## src/rtl/ks_gen.sv

```systemverilog
module ks_gen #(
  parameter int L1 = 19,
  parameter int L2 = 22,
  parameter int L3 = 23,
  parameter logic [L1-1:0] T1 = 19'h72000,
  parameter logic [L2-1:0] T2 = 22'h300000,
  parameter logic [L3-1:0] T3 = 23'h700080,
  parameter int C1 = 8,
  parameter int C2 = 10,
  parameter int C3 = 10,
  parameter int KEY_W = 64,
  parameter int IV_W = 22,
  parameter int WARM = 100,
  parameter int BURST = 228
) (
  input  logic             clk,
  input  logic             rst_n,
  input  logic             start,
  input  logic [KEY_W-1:0] key,
  input  logic [IV_W-1:0]  iv,
  input  logic             ready,
  output logic             ks_bit,
  output logic             ks_valid,
  output logic             ks_dir,
  output logic             done
);
  localparam int LD = KEY_W + IV_W;
  localparam int CW = $clog2(LD + WARM + BURST);
  localparam logic [CW-1:0] LAST_LD = CW'(LD - 1);
  localparam logic [CW-1:0] LAST_WU = CW'(WARM - 1);
  localparam logic [CW-1:0] LAST_KS = CW'(BURST - 1);
  localparam logic [CW-1:0] HALF    = CW'(BURST / 2);

  typedef enum logic [2:0] {IDLE, LOAD, WUP, OUTP, FIN} st_t;

  st_t st;
  logic [CW-1:0] cnt;
  logic [LD-1:0] seed;
  logic [L1-1:0] r1;
  logic [L2-1:0] r2;
  logic [L3-1:0] r3;

  wire fb1 = ^(r1 & T1);
  wire fb2 = ^(r2 & T2);
  wire fb3 = ^(r3 & T3);
  wire mj  = (r1[C1] & r2[C2]) | (r1[C1] & r3[C3]) | (r2[C2] & r3[C3]);
  wire e1  = r1[C1] == mj;
  wire e2  = r2[C2] == mj;
  wire e3  = r3[C3] == mj;
  wire lb  = seed[0];

  wire [L1-1:0] s1 = e1 ? {r1[L1-2:0], fb1} : r1;
  wire [L2-1:0] s2 = e2 ? {r2[L2-2:0], fb2} : r2;
  wire [L3-1:0] s3 = e3 ? {r3[L3-2:0], fb3} : r3;

  assign ks_bit   = s1[L1-1] ^ s2[L2-1] ^ s3[L3-1];
  assign ks_valid = st == OUTP;
  assign ks_dir   = ks_valid && (cnt >= HALF);
  assign done     = st == FIN;

  always_ff @(posedge clk) begin
    if (!rst_n) begin
      st   <= IDLE;
      cnt  <= '0;
      seed <= '0;
      r1   <= '0;
      r2   <= '0;
      r3   <= '0;
    end else begin
      case (st)
        IDLE: if (start) begin
          r1   <= '0;
          r2   <= '0;
          r3   <= '0;
          seed <= {iv, key};
          cnt  <= '0;
          st   <= LOAD;
        end
        LOAD: begin
          r1   <= {r1[L1-2:0], fb1 ^ lb};
          r2   <= {r2[L2-2:0], fb2 ^ lb};
          r3   <= {r3[L3-2:0], fb3 ^ lb};
          seed <= seed >> 1;
          if (cnt == LAST_LD) begin
            cnt <= '0;
            st  <= WUP;
          end else cnt <= cnt + 1'b1;
        end
        WUP: begin
          r1 <= s1;
          r2 <= s2;
          r3 <= s3;
          if (cnt == LAST_WU) begin
            cnt <= '0;
            st  <= OUTP;
          end else cnt <= cnt + 1'b1;
        end
        OUTP: if (ready) begin
          r1 <= s1;
          r2 <= s2;
          r3 <= s3;
          if (cnt == LAST_KS) begin
            cnt <= '0;
            st  <= FIN;
          end else cnt <= cnt + 1'b1;
        end
        FIN: st <= IDLE;
        default: st <= IDLE;
      endcase
    end
  end


  load_len_chk: assert property (@(posedge clk) disable iff (!rst_n)
    (st == LOAD) |=> ((st == WUP && $past(cnt) == LAST_LD) ||
                      (st == LOAD && cnt == $past(cnt) + 1'b1)));


  shift_form_chk: assert property (@(posedge clk) disable iff (!rst_n)
    (st == WUP || st == OUTP) |=>
      ((r1 == $past(r1)) || (r1[L1-1:1] == $past(r1[L1-2:0]))) &&
      ((r2 == $past(r2)) || (r2[L2-1:1] == $past(r2[L2-2:0]))) &&
      ((r3 == $past(r3)) || (r3[L3-1:1] == $past(r3[L3-2:0]))));


  stall_hold_chk: assert property (@(posedge clk) disable iff (!rst_n)
    (ks_valid && !ready) |=> ks_valid && $stable(r1) && $stable(r2) &&
                             $stable(r3) && $stable(ks_bit) && $stable(ks_dir));


  dir_mono_chk: assert property (@(posedge clk) disable iff (!rst_n)
    (ks_valid && $past(ks_valid) && $past(ks_dir)) |-> ks_dir);


  done_pulse_chk: assert property (@(posedge clk) disable iff (!rst_n)
    done |-> !ks_valid ##1 !done);


  busy_start_chk: assert property (@(posedge clk) disable iff (!rst_n)
    (st == WUP && start) |=> (st == WUP || st == OUTP));
endmodule

```

## config.mk

```make
export PLATFORM = sky130hd
export DESIGN_NAME = ks_gen
export DESIGN_NICKNAME = d
export VERILOG_FILES = /design/src/rtl/ks_gen.sv
export SDC_FILE = /design/constraint.sdc
export NUM_CORES = 1
export LEC_CHECK = 0
export BUFFER_PORTS_ARGS = -buffer_cell sky130_fd_sc_hd__buf_4
export CORE_MARGIN = 5
export CORE_UTILIZATION = 30
export DETAILED_ROUTE_END_ITERATION = 7
export PLACE_DENSITY = 0.59
export SYNTH_ARGS = -nofsm -noshare
export SYNTH_HDL_FRONTEND = slang
export SYNTH_SLANG_ARGS = --single-unit
```

## constraint.sdc

```tcl
create_clock -name clk -period 2.2 [get_ports clk]
set_clock_uncertainty 0.15 [all_clocks]
set_input_delay 0.44 -clock clk [delete_from_list [all_inputs] [get_ports clk]]
set_output_delay 0.44 -clock clk [all_outputs]
set_load 0.1 [all_outputs]
```

==> results of run 1 <==
-- routing by layer --
metal,GRT usage,vias up,part of all wire,routed length [µm]
met5,0,-,0,0
li1,-,3029,-,-
met3,0.0353,7,0.032,541
met4,0.0256,0,0.0076,127
met2,0.188,85,0.46,7640
met1,0.162,2815,0.50,8340
-- sequential cells by signal, indices dropped and copies added (netlist names) --
name,flops
seed,86
st,3
cnt,9
r2,22
r1,19
r3,23
-- cell usage after synthesis, drive strengths merged --
master and count:
a31oi 2, nand4 5, a221oi 3, o211a 3, o2111ai 1, nor3b 4, o221ai 32, a22oi 54
a21boi 110, dfxtp 162, clkbuf 19, nor2b 9, or4 1, inv 5, o221a 1, and4b 2
nor3 3, o21ai 12, buf 50, nor2 83, nand2b 2, mux2i 6, o211ai 1, xnor2 5
or3 1, nand4b 1, nand3b 2, and3 4, a32o 1, nand3 59, xor2 8, a32oi 3
a211oi 2, or3b 1, and2 5, ha 6, maj3 1, nand2 121, nor4b 1, a21oi 1
o22ai 3
-- worst register-to-register path, stage by stage (launching register included) --
cell	delay, ns
dfxtp_2	0.32
maj3_2	0.37
buf_4	0.16
ha_4	0.21
buf_4	0.14
o21ai_2	0.12
and2_4	0.18
bufbuf_16	0.27
nand3_1	0.08
a21boi_1	0.13
-- where the power goes --
part           switching (mW)  internal, mW
Combinational            2.27          1.59
Clock                    1.22          1.75
Sequential              0.311          3.47
-- path summary, 6_finish.rpt --
kind           start  endpoint  slack [ns]  depth (start not counted)
max            r1[8]    ks_bit       -0.65                          6
min          key[48]  seed[48]        0.14                          3
max reg2reg    r1[8]    r2[18]        0.01                          9
min reg2reg   r3[16]    r3[16]        0.30                          2
-- kinds of logic (layout without fill, tap and decap cells) --
logic type      after synthesis  after routing  synth area share
mux                           6              6           0.00816
fa+ha+maj                     7              7            0.0116
xor+xnor                     13             13            0.0155
simple gates                304            304             0.189
compound gates              229            229             0.275
buf+inv                      74            188            0.0605
flops                       162            162             0.441
-- cell type report --
| cell class | count | share of cell area |
|---|---|---|
| clock buffers | 22 | 0.0490 |
| clock inverters | 10 | 0.0132 |
| inverters | 5 | 0.00198 |
| multi-input cells | 559 | 0.407 |
| flip-flops and latches | 162 | 0.343 |
| well taps | 324 | 0.0428 |
| repair buffers | 151 | 0.143 |
-- repair_timing --
| item | in CTS | in global routing |
|---|---|---|
| buffers inserted | 1 | 1 |
| resized for setup | 19 | 30 |
| pin swaps | 5 | 25 |
| endpoints found under the hold margin | 0 | 0 |
| setup endpoints to repair | 4 | 50 |
| cloned | 1 | 2 |
-- cell usage in the layout (no fill, tap or decap), types with 4 or more instances in the layout --
cell type    n
a21boi_0    12
a21boi_1    78
a21boi_2    20
a22oi_1     14
a22oi_2     40
and2_4       4
and3_1       4
buf_12      14
buf_4      133
clkbuf_16   18
dfxtp_1    157
dfxtp_2      5
ha_4         4
inv_1        4
mux2i_1      4
nand2_1    121
nand3_1     58
nand4_1      5
nor2_1      78
nor2b_1      8
o21ai_0      9
o221ai_1    32
xnor2_1      4
xor2_1       7
-- per-stage QoR --
stage / utilization / TNS (ns) / power [mW]
finish: 0.391 / -0.912 / 10.6
global route: 0.391 / -2.12 / 11.3
CTS: 0.386 / -1.09 / 10.6
detailed placement: 0.357 / -0.397 / 7.55
global placement: 0.357 / -0.378 / 7.50
floorplan: - / -0.383 / 6.50
==> flow_metrics.tcl, run 1 <==
set metrics [dict create \
    syn-cell-area_um2 7360 \
    violations "negative setup slack" \
    start_kind "flip-flop" \
    tightest_slew_ns 0.446 \
    cts_tree "built" \
    dp_slack_ns -0.374 \
    final_area_um2 9480 \
    status "complete, but fails checks" \
    area_growth_syn_to_layout_pct 28.8 \
    core-area_um2 24200 \
    syn-num-nets 891 \
    worst_slack_ns -0.652 \
    post_synth_num_cell_types 55 \
    syn-instance-count 795 \
    fin_nets 992 \
    cts.sinks 162 \
    routabilityCongestion 0.755 \
    die_h_um 167 \
    synthTopCellsByArea "dfxtp_1 44%, a22oi_2 6.8%, a21boi_1 6.4%, nand2_1 6.2%, nor2_1 4.0%" \
    fin_crit_sh 1.30 \
    multi_input_area_um2 3850 \
    seq_area_um2 3250 \
    grt_max_degree 72 \
    die_width_um 167 \
    setup_viol 2 \
    grt_pass1_wl_mm 28.1 \
    place_inst 1196 \
    insertion_delay_ns 0.42 \
    fin_crit_ns 2.85 \
    vias 5936 \
    vdd_ir_drop_max_v 0.000574 \
    leakagePower_nw 3.49 \
    hpwlAfterDp_mm 10.8 \
    ys_seq_area_frac 0.441 \
    drt_iter0_drc 355 \
    grt_use_total 0.119 \
    grt_antenna_before_repair 0 \
    synth_area_leader_cell "dfxtp_1" \
    port-buffer-count 93 \
    path_cells "maj3_2 -> ha_4 -> mux2i_4 -> xor2_4 -> xnor2_4 -> buf_12" \
    rsz0062_at_grt "yes" \
    ys_warn_count 0 \
    drc 0 \
    cp_max_fo 3 \
    drt_pass1_iterations 4 \
    fp-row-count 57 \
    hold_path.class "input pin to flip-flop" \
    drt-wirelength-per-cell_um 13.5 \
    fin_cells 1233 \
    synth_top_area_share 0.441 \
    finalMaxSlewViolations 0 \
    critPathKind "flip-flop to output port" \
    drive_above_1_share 0.306 \
    crit_family "adder cells" \
    pin_count 94 \
    post_dp_cell_area_um2 8650 \
    arrival_ns 2.26 \
    power_density_nw_per_um2 1120 \
    drt_wl_total_mm 16.6 \
    cts-htree-levels 4 \
    avgSynthCellArea_um2 9.26 \
    cts_buffers 17 \
    grt_pass1_vias 5773 \
    viasPerCell 4.81 \
    drt.antenna.violating_nets 0 \
    cts_root_buf "clkbuf_16" \
    critPathSlowestCell "maj3_2" \
    finalHoldViolCount 0 \
    slew_headroom 0.703 \
    clk_pin_slew_ns 0.07 \
    dieArea_um2 27800 \
    n_fill_cell 2442 \
    ys_ff_latch 162 \
    cap_violations 0 \
    start_util 0.303 \
    ctsHoldBuffers 0 \
    overflow 0 \
    whs_ns 0.137 \
    clockBufferDepth 2 \
    crit_buf_inv 1 \
    critPathRequiredTime_ns 1.61 \
    max_freq_mhz 351 \
    end_kind "output port" \
    antenna_cells 0 \
    max_stage_delay_ns 0.37 \
]
Note: power is estimated with default switching activity, not from simulation.
==> run 2, diff against run 1 <==
--- a/config.mk
+++ b/config.mk
@@ -10,6 +10,7 @@
 export CORE_UTILIZATION = 30
 export DETAILED_ROUTE_END_ITERATION = 7
 export PLACE_DENSITY = 0.59
+export RECOVER_POWER = 50
 export SYNTH_ARGS = -nofsm -noshare
 export SYNTH_HDL_FRONTEND = slang
 export SYNTH_SLANG_ARGS = --single-unit
==> run 2 against run 1 <==
Effect of this change: the run still ends with negative setup slack left; fmax hardly changed; flip-flop and latch count unchanged; die area did not move; first-iteration DRC count up 15%; worst setup slack worse by 0.00085 ns; non-clock buffer count is the same; core utilization fell by 0.062 points; cell area shrank 0.16%; total power down 0.17%; global-route usage unchanged.
==> flow_metrics.tcl, run 2 (synthesis gave the netlist of run 1 again) <==
set metrics [dict create \
    status "complete, but fails checks" \
    violations "negative setup slack" \
    power.share.combinational 0.363 \
    p_clk_frac 0.281 \
    critPathKind "flip-flop to output port" \
    startpoint "r1[8]" \
    cts.sinks 162 \
    largest-register "seed" \
    antenna_cells 0 \
    core-area_um2 24200 \
    finalHoldViolCount 0 \
    r2r-start "r1[8]" \
    final_area_um2 9460 \
    seq_area_um2 3250 \
    drive_above_1_share 0.301 \
    cts_buffers 17 \
    ctsHoldBuffers 0 \
    cap_violations 0 \
    cts_tree "built" \
    drt-wirelength-per-cell_um 13.5 \
    insertion_delay_ns 0.42 \
    start_kind "flip-flop" \
    p_seq_frac 0.357 \
    multi_input_area_um2 3840 \
    cts-htree-levels 4 \
    cts_root_buf "clkbuf_16" \
    n_fill_cell 2449 \
    grt_max_degree 72 \
    start_util 0.303 \
    hold_path.class "input pin to flip-flop" \
    p_int_mw 6.80 \
    grt_use_total 0.119 \
    vias 5946 \
    grt_pass1_wl_mm 28.1 \
    layout_commonest_cell "dfxtp_1" \
    setup_viol 10 \
    swShare 0.358 \
    min-delay-start "key[48]" \
    leakagePower_nw 3.49 \
    viasPerCell 4.82 \
    drt_iter0_drc 408 \
    critPathRequiredTime_ns 1.61 \
    drt_pass1_iterations 4 \
    fin_crit_ns 2.85 \
    clockBufferDepth 2 \
    rsz0062_at_grt "yes" \
    max_freq_mhz 351 \
    overflow 0 \
    drt.antenna.violating_nets 0 \
    die_h_um 167 \
    port-buffer-count 93 \
    die_width_um 167 \
    place_inst 1196 \
    drc 0 \
    grt_pass1_vias 5773 \
    arrival_ns 2.26 \
    worst_slack_ns -0.653 \
    area_growth_syn_to_layout_pct 28.6 \
    fin_crit_sh 1.30 \
    finalMaxSlewViolations 0 \
    end_kind "output port" \
    routabilityCongestion 0.755 \
    vdd_ir_drop_max_v 0.000578 \
    drt_wl_total_mm 16.6 \
    dp_slack_ns -0.374 \
    p_sw_mw 3.79 \
    fin_cells 1233 \
    grt_antenna_before_repair 0 \
    pin_count 94 \
    slew_headroom 0.566 \
    cp_max_fo 3 \
    reg_top3 "seed x86, r3 x23, r2 x22" \
    layout_common_cells "158 x dfxtp_1, 131 x buf_4, 121 x nand2_1, 78 x nor2_1, 78 x a21boi_1" \
    dieArea_um2 27800 \
    clk_pin_slew_ns 0.07 \
    tightest_slew_ns 0.642 \
    power_density_nw_per_um2 1120 \
    fp-row-count 57 \
    largest_reg_flops 86 \
    post_dp_cell_area_um2 8650 \
    fin_nets 992 \
    hpwlAfterDp_mm 10.8 \
]
-- run 2: path summary, 6_finish.rpt --
path | endpoint | slack, ns | depth (start not counted)
worst min register to register | r2[12] | 0.30 | 2
worst max-delay path | ks_bit | -0.65 | 6
worst max register to register | r2[18] | -0.02 | 9
worst min-delay path | seed[48] | 0.14 | 3
-- run 2: area by class of cell --
| type | instances | area share |
|---|---|---|
| well taps | 324 | 0.0428 |
| multi-input cells | 559 | 0.406 |
| repair buffers | 151 | 0.143 |
| flip-flops and latches | 162 | 0.343 |
| inverters | 5 | 0.00198 |
| clock buffers | 22 | 0.0491 |
| clock inverters | 10 | 0.0132 |
-- run 2: routing by layer --
layer,global-route usage,routed length (µm),vias up
li1,-,-,3033
met1,0.162,8330,2819
met2,0.188,7640,88
met3,0.0353,558,6
met4,0.0256,119,0
met5,0,0,-
-- run 2: power by group through the flow --
stage | combinational (mW) | clock [mW] | sequential, mW
floorplan | 2.74 | 0 | 3.76
global placement | 3.68 | 0 | 3.82
detailed placement | 3.71 | 0 | 3.84
CTS | 3.79 | 3.06 | 3.78
global route | 4.27 | 3.20 | 3.84
finish | 3.84 | 2.97 | 3.78
-- run 2: worst max-delay path, stage by stage (launching register included) --
cell and delay [ns]:
dfxtp_2 0.32, maj3_2 0.37, ha_4 0.31, mux2i_4 0.28, xor2_4 0.22, xnor2_4 0.15, buf_12 0.19
-- run 2: repair_timing --
item	in CTS	in global routing
setup buffers	1	1
gates resized for setup	19	30
pin swaps	5	25
endpoints found under the setup margin	4	50
gates cloned	1	2
-- run 2: through the flow --
stage          utilization  setup TNS [ns]  hold WS, ns  power, mW
5_1_grt              0.390           -7.27        0.122       11.3
6_report             0.390          -0.989        0.137       10.6
4_1_cts              0.386           -1.09        0.120       10.6
2_1_floorplan            -          -0.383        0.281       6.50
3_5_place_dp         0.357          -0.397        0.293       7.55
3_3_place_gp         0.357          -0.378        0.290       7.50
==> run 3, diff against run 2 <==
--- a/config.mk
+++ b/config.mk
@@ -5,10 +5,13 @@
 export SDC_FILE = /design/constraint.sdc
 export NUM_CORES = 1
 export LEC_CHECK = 0
+export ABC_AREA = 1
 export BUFFER_PORTS_ARGS = -buffer_cell sky130_fd_sc_hd__buf_4
+export CAP_MARGIN = 20
 export CORE_MARGIN = 5
 export CORE_UTILIZATION = 30
 export DETAILED_ROUTE_END_ITERATION = 7
+export HOLD_SLACK_MARGIN = 0.03
 export PLACE_DENSITY = 0.59
 export RECOVER_POWER = 50
 export SYNTH_ARGS = -nofsm -noshare
==> run 3 against run 2 <==
Effect of this change: largest power group is now registers; the flow still finishes with violations (negative setup slack); non-clock buffer count down 29; critical path depth up 1; flip-flop and latch count unchanged; sequential power up 8.2%; synthesized area down 4.5%; register-to-register slack better by 0.09 ns; critical path type unchanged; combinational power up 1%; worst hold slack better by 0.0058 ns.
==> flow_metrics.tcl, run 3 <==
set metrics [dict create \
    ys_seq_area_frac 0.462 \
    finalMaxSlewViolations 0 \
    synth_top_family_by_area "simple AND/OR/NAND/NOR gates" \
    total_power_mw 10.9 \
    drt-wirelength-per-cell_um 12.5 \
    synth-compound-area-share 0.190 \
    critPathKind "flip-flop to output port" \
    finalHoldViolCount 0 \
    overflow 0 \
    insertion_delay_ns 0.42 \
    min-delay-start "key[58]" \
    largest_reg_flops 86 \
    fin_setup_tns_ns -0.571 \
    fin_crit_sh 1.26 \
    async_flop_share 0 \
    ys.flop_type "dfxtp_1" \
    reg_top3 "seed x86, r3 x23, r2 x22" \
    post_dp_cell_area_um2 8090 \
    hold_end "seed[58]" \
    r2r_cells 5 \
    p_int_mw 6.62 \
    fp-row-count 56 \
    r2r-start "st[1]" \
    drt_wl_total_mm 16.6 \
    vias 6339 \
    yosys.area_share.adder 0.0107 \
    synth_most_common_cell "nand2_1" \
    max_freq_mhz 361 \
    routabilityCongestion 0.827 \
    use_met3 0.0404 \
    n_fill_cell 2462 \
    layout_commonest_cell "nand2_1" \
    drive_above_1_share 0.201 \
    antenna_cells 0 \
    status "complete, but fails checks" \
    pin_count 94 \
    synth_xor_area_frac 0.0162 \
    netlist_top_cells_count "221 x nand2_1, 162 x dfxtp_1, 102 x nor2_1" \
    syn-num-nets 1015 \
    drt.antenna.violating_nets 0 \
    layout_common_cells "218 x nand2_1, 156 x dfxtp_1, 113 x buf_4, 99 x nor2_1" \
    fin_crit_ns 2.77 \
    slew_headroom 0.381 \
    reg2reg_to "seed[80]" \
    gr-max-usage-layer "met2" \
    cts-htree-levels 4 \
    dieArea_um2 26600 \
    use_met1 0.176 \
    synth_area_leader_cell "dfxtp_1" \
    grt_antenna_before_repair 0 \
    yosys.area_share.simple 0.248 \
    largest-register "seed" \
    p_sw_mw 4.26 \
    cap_violations 0 \
    violations "negative setup slack" \
    dp_slack_ns -0.276 \
    die_width_um 163 \
    hold_path.class "input pin to flip-flop" \
    syn-instance-count 919 \
    arrival_ns 2.18 \
    drt_pass1_iterations 5 \
    cts_root_buf "clkbuf_16" \
    avgSynthCellArea_um2 7.64 \
    die_h_um 163 \
    final_area_um2 8830 \
    whs_path_depth 3 \
    cp_max_fo 3 \
    cts_tree "built" \
    grt_use_total 0.125 \
    ctsHoldBuffers 0 \
    critPathRequiredTime_ns 1.61 \
    cts.sinks 162 \
    start_kind "flip-flop" \
    worst_slack_ns -0.571 \
    fin_nets 1089 \
    hpwlAfterDp_mm 10.6 \
    muxShareOfSynthArea 0.00143 \
    synthTopCellsByArea "dfxtp_1 46%, nand2_1 12%, nor2_1 5.5%, o21ai_0 4.8%, a31oi_1 4.8%" \
    final_core_util 0.380 \
    cts_buffers 17 \
    ys_warn_count 0 \
    core-area_um2 23300 \
    viasPerCell 4.79 \
    p_clk_frac 0.267 \
    clk_pin_slew_ns 0.07 \
    ys_ff_latch 162 \
    area_growth_syn_to_layout_pct 25.8 \
    grt_pass1_vias 5855 \
    vdd_ir_drop_max_v 0.000859 \
    power_density_nw_per_um2 1230 \
    port-buffer-count 93 \
    syn-cell-area_um2 7020 \
    grt_max_degree 88 \
    drt_iter0_drc 347 \
    drc 0 \
    rsz0062_at_grt "yes" \
    start_util 0.302 \
    clockBufferDepth 2 \
    tightest_slew_ns 0.928 \
    leakagePower_nw 3.37 \
    post_synth_num_cell_types 36 \
    power.share.combinational 0.357 \
    p_seq_frac 0.376 \
    grt_pass1_wl_mm 28.1 \
    synth_top_area_share 0.462 \
    synth_edf_count 0 \
    use_met2 0.185 \
    swShare 0.392 \
    reg2reg_slack_ns 0.07 \
    setup_viol 1 \
    end_kind "output port" \
]
run 3: cell count changes in the layout (fill, tap and decap cells not counted), sizes merged, moves of 52 or more:
| cell | previous run | this run |
|---|---|---|
| a21boi | 110 | 0 |
| a21oi | 1 | 67 |
| a22oi | 54 | 1 |
| a31oi | 2 | 54 |
| nand2 | 121 | 225 |
| o21ai | 12 | 70 |
run 3: through the flow:
| stage | instances | hold WS [ns] |
|---|---|---|
| detailed placement | 1287 | 0.307 |
| global placement | 1287 | 0.303 |
| global route | 1324 | 0.128 |
| CTS | 1320 | 0.121 |
| floorplan | 919 | 0.294 |
| finish | 1324 | 0.143 |
run 3: routing by layer:
| layer | routed length, µm | vias up | part of all wire |
|---|---|---|---|
| met2 | 7350 | 137 | 0.44 |
| met4 | 177 | 0 | 0.011 |
| met1 | 8100 | 2910 | 0.49 |
| met3 | 950 | 17 | 0.057 |
| li1 | - | 3275 | - |
| met5 | 0 | - | 0 |
run 3: kinds of logic after synthesis:
kind of cell / count (synthesis)
AND/OR/NAND/NOR: 411
AO/OA/AOI/OAI: 226
flip-flops: 162
buffers and inverters: 100
XOR/XNOR: 13
adder cells (fa/ha/maj): 6
multiplexers: 1
run 3: power groups by stage:
| stage | Clock (mW) | Combinational, mW | Sequential [mW] |
|---|---|---|---|
| CTS | 2.99 | 3.92 | 4.09 |
| global placement | 0 | 3.89 | 4.12 |
| detailed placement | 0 | 3.91 | 4.13 |
| floorplan | 0 | 3.16 | 4.04 |
| finish | 2.90 | 3.88 | 4.09 |
| global route | 3.12 | 4.44 | 4.17 |
run 3: area by class of cell:
cell class | count | area, µm² | share of cell area
timing repair buffer | 122 | 1000 | 0.114
clock buffer | 17 | 425 | 0.0482
multi-input combinational | 657 | 3460 | 0.392
tap | 319 | 399 | 0.0452
clock inverter | 14 | 154 | 0.0174
sequential | 162 | 3250 | 0.368
inverter | 33 | 134 | 0.0152
run 3: how the worst max path moves through the flow:
| stage | startpoint | endpoint | slack, ns | cells after the start |
|---|---|---|---|---|
| after CTS | r2[10] | ks_bit | -0.60 | 7 |
| after global placement | r2[10] | ks_bit | -0.23 | 8 |
| final | r2[10] | ks_bit | -0.57 | 7 |
| after detailed placement | r2[10] | ks_bit | -0.28 | 8 |
| after floorplan | r3[10] | ks_bit | -0.30 | 6 |
| after global routing | r2[10] | ks_bit | -0.67 | 9 |
run 3: what timing repair did:
action,in CTS,in global routing
endpoints found under the setup margin,3,21
buffers inserted,2,4
pin swaps,7,6
gates resized for setup,21,10
endpoints found under the hold margin,0,0
run 3: worst max-delay path, stage by stage, from the launching register on:
cell and delay (ns):
dfxtp_2 0.34, o21ai_4 0.16, o21ai_4 0.10, ha_4 0.30, mux2i_4 0.29, xnor2_4 0.17, xor2_4 0.20, buf_12 0.19
